$ cat src/rtl/i2c_ptr_slave.sv
module i2c_ptr_slave #(
  parameter logic [6:0] DEV_ADDR = 7'b1101000,
  parameter int         AW       = 8
) (
  input  logic          clk,
  input  logic          rst_n,
  input  logic          scl_i,
  input  logic          sda_i,
  output logic          sda_oe,
  output logic [AW-1:0] mem_addr,
  output logic [7:0]    mem_wdata,
  output logic          mem_we,
  input  logic [7:0]    mem_rdata
);

  typedef enum logic [3:0] {
    S_IDLE, S_ADDR, S_AACK_W, S_AACK_R, S_PTR, S_PACK,
    S_WDATA, S_DACK, S_TX, S_MACK
  } st_t;

  st_t           st;
  logic [2:0]    scl_q, sda_q;
  logic [7:0]    sreg, sh;
  logic [3:0]    cnt;
  logic [AW-1:0] ptr;
  logic          mack;

  wire scl      = scl_q[1];
  wire sda      = sda_q[1];
  wire scl_rise = scl_q[1] & ~scl_q[2];
  wire scl_fall = ~scl_q[1] & scl_q[2];
  wire start    = scl_q[1] & scl_q[2] & sda_q[2] & ~sda_q[1];
  wire stop     = scl_q[1] & scl_q[2] & ~sda_q[2] & sda_q[1];

  assign mem_addr = ptr;

  always_ff @(posedge clk or negedge rst_n) begin
    if (!rst_n) begin
      scl_q <= 3'b111;
      sda_q <= 3'b111;
    end else begin
      scl_q <= {scl_q[1:0], scl_i};
      sda_q <= {sda_q[1:0], sda_i};
    end
  end

  always_ff @(posedge clk or negedge rst_n) begin
    if (!rst_n) begin
      st        <= S_IDLE;
      sreg      <= '0;
      sh        <= '0;
      cnt       <= '0;
      ptr       <= '0;
      mack      <= 1'b0;
      sda_oe    <= 1'b0;
      mem_we    <= 1'b0;
      mem_wdata <= '0;
    end else begin
      mem_we <= 1'b0;
      if (start) begin
        st     <= S_ADDR;
        cnt    <= '0;
        sda_oe <= 1'b0;
      end else if (stop) begin
        st     <= S_IDLE;
        sda_oe <= 1'b0;
      end else begin
        case (st)
          S_ADDR, S_PTR, S_WDATA: begin
            if (scl_rise && cnt != 4'd8) begin
              sreg <= {sreg[6:0], sda};
              cnt  <= cnt + 4'd1;
            end else if (scl_fall && cnt == 4'd8) begin
              cnt <= '0;
              if (st == S_ADDR) begin
                if (sreg[7:1] == DEV_ADDR) begin
                  sda_oe <= 1'b1;
                  st     <= sreg[0] ? S_AACK_R : S_AACK_W;
                end else begin
                  st <= S_IDLE;
                end
              end else if (st == S_PTR) begin
                sda_oe <= 1'b1;
                ptr    <= AW'(sreg);
                st     <= S_PACK;
              end else begin
                sda_oe    <= 1'b1;
                mem_we    <= 1'b1;
                mem_wdata <= sreg;
                st        <= S_DACK;
              end
            end
          end
          S_AACK_W: if (scl_fall) begin sda_oe <= 1'b0; st <= S_PTR; end
          S_PACK:   if (scl_fall) begin sda_oe <= 1'b0; st <= S_WDATA; end
          S_DACK:   if (scl_fall) begin sda_oe <= 1'b0; ptr <= ptr + 1'b1; st <= S_WDATA; end
          S_AACK_R: if (scl_fall) begin
            sh     <= mem_rdata;
            sda_oe <= ~mem_rdata[7];
            cnt    <= 4'd1;
            st     <= S_TX;
          end
          S_TX: if (scl_fall) begin
            if (cnt == 4'd8) begin
              sda_oe <= 1'b0;
              cnt    <= '0;
              st     <= S_MACK;
            end else begin
              sda_oe <= ~sh[6];
              sh     <= {sh[6:0], 1'b0};
              cnt    <= cnt + 4'd1;
            end
          end
          S_MACK: begin
            if (scl_rise) begin
              mack <= ~sda;
              if (!sda) ptr <= ptr + 1'b1;
            end else if (scl_fall) begin
              if (mack) begin
                sh     <= mem_rdata;
                sda_oe <= ~mem_rdata[7];
                cnt    <= 4'd1;
                st     <= S_TX;
              end else begin
                st <= S_IDLE;
              end
            end
          end
          default: ;
        endcase
      end
    end
  end


  we_single_chk: assert property (@(posedge clk) disable iff (!rst_n)
    mem_we |=> !mem_we);


  stop_release_chk: assert property (@(posedge clk) disable iff (!rst_n)
    stop |=> !sda_oe);


  ptr_step_chk: assert property (@(posedge clk) disable iff (!rst_n)
    !$stable(ptr) |-> (ptr == $past(ptr) + 1'b1) || ($past(st) == S_PTR));


  sda_drive_chk: assert property (@(posedge clk) disable iff (!rst_n)
    $rose(sda_oe) |-> $past(scl_fall));


  idle_scl_chk: assert property (@(posedge clk) disable iff (!rst_n)
    (st == S_IDLE && $past(st) == S_IDLE) |-> !sda_oe || !scl);

endmodule

$ cat config.mk
export PLATFORM = sky130hd
export DESIGN_NAME = i2c_ptr_slave
export DESIGN_NICKNAME = d
export VERILOG_FILES = /design/src/rtl/i2c_ptr_slave.sv
export SDC_FILE = /design/constraint.sdc
export NUM_CORES = 1
export LEC_CHECK = 0
export ABC_CLOCK_PERIOD_IN_PS = 2500
export CAP_MARGIN = 20
export CORE_ASPECT_RATIO = 0.5
export CORE_UTILIZATION = 56
export CTS_CLUSTER_DIAMETER = 30
export DETAILED_ROUTE_END_ITERATION = 8
export GPL_TIMING_DRIVEN = 0
export PLACE_DENSITY = 0.8
export SLEW_MARGIN = 20
export SYNTH_ARGS = -nofsm -noshare
export SYNTH_HDL_FRONTEND = slang
export SYNTH_SLANG_ARGS = --single-unit
export TNS_END_PERCENT = 10
$ cat constraint.sdc
create_clock -name clk -period 2.5 [get_ports clk]
set_input_delay 0.25 -clock clk [delete_from_list [all_inputs] [get_ports clk]]
set_output_delay 0.25 -clock clk [all_outputs]
set_load 0.05 [all_outputs]
==> results.ini, run 1 <==
[status]
outcome=complete, no violations

[cells_and_area]
num-nets-final=339
antenna_cells=0
area_growth_pct=18.6
multi_input_area_um2=1380
fill_cells=357
fin_util_pct=71.6
final_cell_count_no_fill=391
design_area_um2=3240
regArea_um2=1210
drive_above_1_share_pct=17.8

[grt]
antenna_found_initial=0
grt_max_degree=35
grt_pass1_wl_mm=10.0
gr-total-overflow=0
track_usage_pct=25.2
grt_pass1_vias=2188

[route]
vias_per_cell=5.77
post-route-drc-count=0
wl_per_cell_um=15.8
wl_mm=6.20
drtIter0Drc=209
vias=2255
postRouteAntennaNets=0
firstDrtPassIters=5

[clock_tree]
h-tree-depth=2
clockBufferDepth=2
cts-root-buf=clkbuf_8
cts.sinks=48
cts_tree=yes
clkLatencyLatePin_ps=310
cts_made_buffers=5
path_clk_slew_ps=90

[synth]
yosysWarnings=0
yosysSeqAreaShare_pct=44.2
synthArstFlopShare_pct=100
synth_top_area_cell=dfrtp_1
synthesis.area_um2=2730
yosys-top-cells-count=dfrtp_1, nand2_1, a21oi_1
synth_edf_count=0
yosysTopAreaCellShare_pct=38.5
synth_seq_cells=48
syn_inst=284
netlist_top_cells_area=dfrtp_1, dfstp_2, nand2_1, a21oi_1, mux2i_1
synth_fp_nets=299
synthMostInstantiatedCell=dfrtp_1
synthFlopType=dfrtp_1
syn_avg_cell_area_um2=9.62
synth_cell_types=61

[worst_setup_path]
path_cells=inv_1 > ha_1 > nand3b_4 > o41ai_2 > a2111oi_4 > a211oi_4 > mux2_4 > o32a_1
reg2reg_slack_ps=110
criticalPathCategory=reg2reg
cp.required_ps=2700
worstPathMaxFanout=8
crit_buf_inv=1
max_stage_delay_ps=440
path_delay_family=compound AO/OA/AOI/OAI gates
critPathCaptureType=flip-flop
startpoint_type=flip-flop
cp_slowest_cell=dfrtp_1
critPathArrivalTime_ps=2590

[sta]
period_share_pct=95.5
slew_headroom_pct=66.4
timing.final.ws_setup_ps=113
max_freq_mhz=419
clock_skew_ps=11.9
period_needed_ps=2390
tightest_slew_ps=502
rsz0062_at_grt=false
final_max_slew_viol_count=0
setup-violations-final=0
final_hold_viol_count=0

[floorplan]
fp.dieArea_um2=5180
start_util_pct=60.3
dieWidth_um=101
coreArea_um2=4530
io_pins=30
rows=17
die_y_um=51.4

[pwr]
finalPower_uw=1660
power_density_nw_per_um2=511
p_leak_uw=0.00133
irDropWorstVdd_v=0.000288

[worst_hold_path]
hp-class=in2reg

[job]
timing.max_cap.violations=0

[placement]
dpl-instance-area_um2=3120
gp_congestion=0.933
post-place-ws_ps=80.0
place_inst=380
dp_hpwl_mm=4.56
port_buffers=29

[registers in the layout (all words and copies together) (netlist names)]
signal and cells:
sh 7, sreg 8, sda_oe 1, cnt 4, scl_q 3, mem_addr 8
mem_wdata 8, sda_q 3, st 4, mack 1, mem_we 1
[timing repair]
item / CTS / global route
hold endpoints to repair: 14 / 0
gates resized for setup: 0 / 0
buffers inserted: 0 / 2
hold buffers: 1 / 0
endpoints found under the setup margin: 0 / 1
[cell type report]
class | instances | share of cell area [%]
multi-input cells | 208 | 42.5
plain buffers | 15 | 2.97
repair buffers | 33 | 10.2
flip-flops and latches | 48 | 37.3
clock inverters | 2 | 0.425
inverters | 13 | 1.51
clock buffers | 6 | 2.55
well taps | 66 | 2.55
[kinds of logic after synthesis]
family          synth area share [%]
buf+inv                         5.31
simple gates                    19.6
mux                             8.29
compound gates                  20.9
flops                           44.2
xor+xnor                       0.321
fa+ha+maj                       1.37
[worst register-to-register path: stages, from the launching register on]
cell	delay [ps]
dfrtp_1	440
inv_1	80
ha_1	210
nand3b_4	150
o41ai_2	420
a2111oi_4	160
a211oi_4	350
mux2_4	330
o32a_1	150
[routing by layer]
layer / routed length, um / GRT usage [%]
met5: 0 / 0
met3: 328 / 4.24
met4: 78 / 6.76
met2: 2930 / 44.4
met1: 2860 / 32.7
[stage by stage]
step / TNS, ps / hold slack (ps)
2_1_floorplan: 0 / -45.6
3_3_place_gp: -3020 / 345
3_5_place_dp: 0 / 187
4_1_cts: 0 / 341
5_1_grt: 0 / 344
6_report: 0 / 342
[report_power, final]
group,internal (uW),switching (uW)
Clock,227,275
Combinational,130,142
Sequential,829,53.0
[cell usage in the layout, fill, tap and decap left out, drive strengths merged, types with 3 or more instances in the layout]
cell type,instances
a2bb2oi,3
o22ai,5
dfstp,6
nand3,9
nor3,3
dfrtp,42
or3,3
inv,13
clkdlybuf4s50,28
nand2b,4
nand3b,3
nand4,3
mux2,10
a21boi,3
mux2i,11
nor2b,6
nand2,40
o21ai,17
ha,3
a211oi,4
nor2,19
a21oi,30
buf,16
clkbuf,9
[worst paths after layout]
kind	from	endpoint	cells past startpoint
worst min register to register	scl_q[0]$_DFF_PN1_	scl_q[1]$_DFF_PN1_	0
min in group asynchronous	rst_n	mem_addr[6]$_DFFE_PN0P_	2
max in group asynchronous	rst_n	scl_q[2]$_DFF_PN1_	3
worst max-delay path	cnt[0]$_DFFE_PN0P_	st[0]$_DFFE_PN0P_	8
worst max register to register	cnt[0]$_DFFE_PN0P_	st[0]$_DFFE_PN0P_	8
worst min-delay path	sda_i	sda_q[0]$_DFF_PN1_	1
Power figures use the tool's default switching activity.
==> inputs of run 2 (changes only) <==
Settings changed: CORE_UTILIZATION 56 to 40, PLACE_DENSITY 0.8 to 0.61.
==> run 2 against run 1 <==
Against the previous run: sequential power is essentially flat; core utilization shrank 18 points; clock skew shrank 4.1 ps; final area grew 4.2%; final cell count grew 5.6%; count of clock-buffer cells in the layout shrank 1; hold slack gained 15 ps; register-to-register slack gained 50 ps; setup slack gained 52 ps; global-route usage shrank 6.6 points; sequential share of layout area shrank 1.5 points.
==> results.ini, run 2 (synthesized netlist as in run 1, its figures left out) <==
[sta]
period_share_pct=93.4  ; was 95.5%
max_freq_mhz=428  ; was 419 MHz
rsz0062_at_grt=false  ; unchanged
clock_skew_ps=7.84  ; was 11.9 ps
final_max_slew_viol_count=0  ; unchanged
final_hold_viol_count=0  ; unchanged
slew_headroom_pct=66.0  ; was 66.4%
holdWs_ps=356  ; was 342 ps
period_needed_ps=2340  ; was 2390 ps
setup-violations-final=0  ; unchanged
timing.final.ws_setup_ps=165  ; was 113 ps
tightest_slew_ps=509  ; was 502 ps

[worst_setup_path]
rr_endpoint=st[0]$_DFFE_PN0P_  ; unchanged
timing.rr.start=cnt[0]$_DFFE_PN0P_  ; unchanged
critPathCaptureType=flip-flop  ; unchanged
path_cells=inv_1 > ha_1 > nand3b_4 > o41ai_4 > a2111oi_4 > a211oi_4 > buf_4 > and2_2 > o32a_1  ; was inv_1 > ha_1 > nand3b_4 > o41ai_2 > a2111oi_4 > a211oi_4 > mux2_4 > o32a_1
cp_slowest_cell=a2111oi_4  ; was dfrtp_1
max_stage_delay_ps=500  ; was 440 ps
reg2regPathDepth=9  ; was 8
reg2reg_slack_ps=160  ; was 110 ps
worstPathMaxFanout=8  ; unchanged
crit_buf_inv=2  ; was 1
cp.required_ps=2680  ; was 2700 ps
startpoint_type=flip-flop  ; unchanged
criticalPathCategory=reg2reg  ; unchanged
path_delay_family=compound AO/OA/AOI/OAI gates  ; unchanged
critPathArrivalTime_ps=2520  ; was 2590 ps

[clock_tree]
clockBufferDepth=2  ; unchanged
cts_made_buffers=5  ; unchanged
clkLatencyLatePin_ps=290  ; was 310 ps
cts_tree=yes  ; unchanged
h-tree-depth=2  ; unchanged
path_clk_slew_ps=70  ; was 90 ps
cts-root-buf=clkbuf_16  ; was clkbuf_8
cts.sinks=48  ; unchanged

[floorplan]
dieWidth_um=119  ; was 101 um
io_pins=30  ; unchanged
start_util_pct=43.2  ; was 60.3%
die_y_um=60.4  ; was 51.4 um
rows=20  ; was 17
fp.dieArea_um2=7190  ; was 5180 um^2
coreArea_um2=6330  ; was 4530 um^2

[pwr]
power_density_nw_per_um2=600  ; was 511 nW/um^2
clkPwrFrac_pct=43.3  ; was 30.3%
seq_power_share_pct=43.5  ; was 53.3%
irDropWorstVdd_v=0.000296  ; was 0.000288 V
p_sw_uw=490  ; was 470 uW
p_int_uw=1540  ; was 1190 uW
p_leak_uw=0.00137  ; was 0.00133 uW
netSwitchingFraction_pct=24.2  ; was 28.4%
combPwrFrac_pct=13.3  ; was 16.4%

[grt]
grt_max_degree=34  ; was 35
grt_pass1_wl_mm=10.4  ; was 10.0 mm
gr-total-overflow=0  ; unchanged
antenna_found_initial=0  ; unchanged
track_usage_pct=18.6  ; was 25.2%
grt_pass1_vias=2196  ; was 2,188

[cells_and_area]
design_area_um2=3380  ; was 3240 um^2
num-nets-final=339  ; unchanged
drive_above_1_share_pct=18.2  ; was 17.8%
antenna_cells=0  ; unchanged
layout_common_cells=dfrtp_1, nand2_1, a21oi_1, clkdlybuf4s50_1, nor2_1  ; unchanged
area_growth_pct=23.7  ; was 18.6%
final_cell_count_no_fill=413  ; was 391
final_common_cell=dfrtp_1  ; unchanged
fill_cells=596  ; was 357

[placement]
dpl-instance-area_um2=3150  ; was 3120 um^2
port_buffers=29  ; unchanged
place_inst=402  ; was 380
dp_hpwl_mm=4.46  ; was 4.56 mm
post-place-ws_ps=71.2  ; was 80.0 ps
gp_congestion=0.888  ; was 0.933

[job]
timing.max_cap.violations=0  ; unchanged

[route]
vias_per_cell=5.40  ; was 5.77
firstDrtPassIters=4  ; was 5
drtIter0Drc=107  ; was 209
wl_mm=6.13  ; was 6.20 mm
wl_per_cell_um=14.8  ; was 15.8 um
post-route-drc-count=0  ; unchanged
vias=2229  ; was 2,255
postRouteAntennaNets=0  ; unchanged

[worst_hold_path]
hold_path_end=scl_q[1]$_DFF_PN1_  ; was sda_q[0]$_DFF_PN1_
hold_depth=0  ; was 1
min_from=scl_q[0]$_DFF_PN1_  ; was sda_i
hp-class=reg2reg  ; was in2reg

[status]
outcome=complete, no violations  ; unchanged

-- run 2: power by group through the flow --
stage / Sequential [uW] / Clock (uW) / Combinational (uW)
6_report: 881 / 877 / 269
5_1_grt: 888 / 919 / 299
4_1_cts: 882 / 899 / 269
3_5_place_dp: 896 / 0 / 266
3_3_place_gp: 895 / 0 / 253
2_1_floorplan: 878 / 0 / 192
-- run 2: timing repair --
| item | in CTS | in global routing |
|---|---|---|
| resized for setup | 0 | 3 |
| buffers inserted | 0 | 2 |
| endpoints found under the hold margin | 15 | 0 |
| hold buffers | 1 | 0 |
| endpoints found under the setup margin | 0 | 2 |
-- run 2: area by class of cell --
class	instances	area [um^2]	area share [%]
buffer	15	97.6	2.89
clock buffer	5	125	3.70
clock inverter	3	68.8	2.04
inverter	13	48.8	1.44
multi-input combinational	208	1390	41.1
sequential	48	1210	35.8
tap	88	110	3.26
timing repair buffer	33	330	9.77
-- run 2: worst max-delay path by stage --
stage	start	endpoint	slack, ps	cells past startpoint
after floorplan	cnt[0]$_DFFE_PN0P_	st[0]$_DFFE_PN0P_	330	8
after global placement	rst_n	cnt[2]$_DFFE_PN0P_	-130	1
after detailed placement	cnt[0]$_DFFE_PN0P_	st[0]$_DFFE_PN0P_	70	8
after CTS	cnt[0]$_DFFE_PN0P_	st[0]$_DFFE_PN0P_	60	8
after global routing	cnt[0]$_DFFE_PN0P_	st[3]$_DFFE_PN0P_	50	9
final	cnt[0]$_DFFE_PN0P_	st[0]$_DFFE_PN0P_	160	9
-- run 2: per-layer routing --
metal,vias up,track usage [%],share of wire [%]
li1,1097,-,-
met1,1088,24.8,49
met2,36,30.9,46
met3,8,4.42,4.0
met4,0,5.79,0.90
met5,-,0,0
-- run 2: stage by stage --
stage               utilization (%)  TNS [ps]  power, uW
floorplan                         -         0       1070
global placement               49.5     -5430       1150
detailed placement             49.7         0       1160
global route                   53.4         0       2110
CTS                            52.9         0       2050
finish                         53.4         0       2030
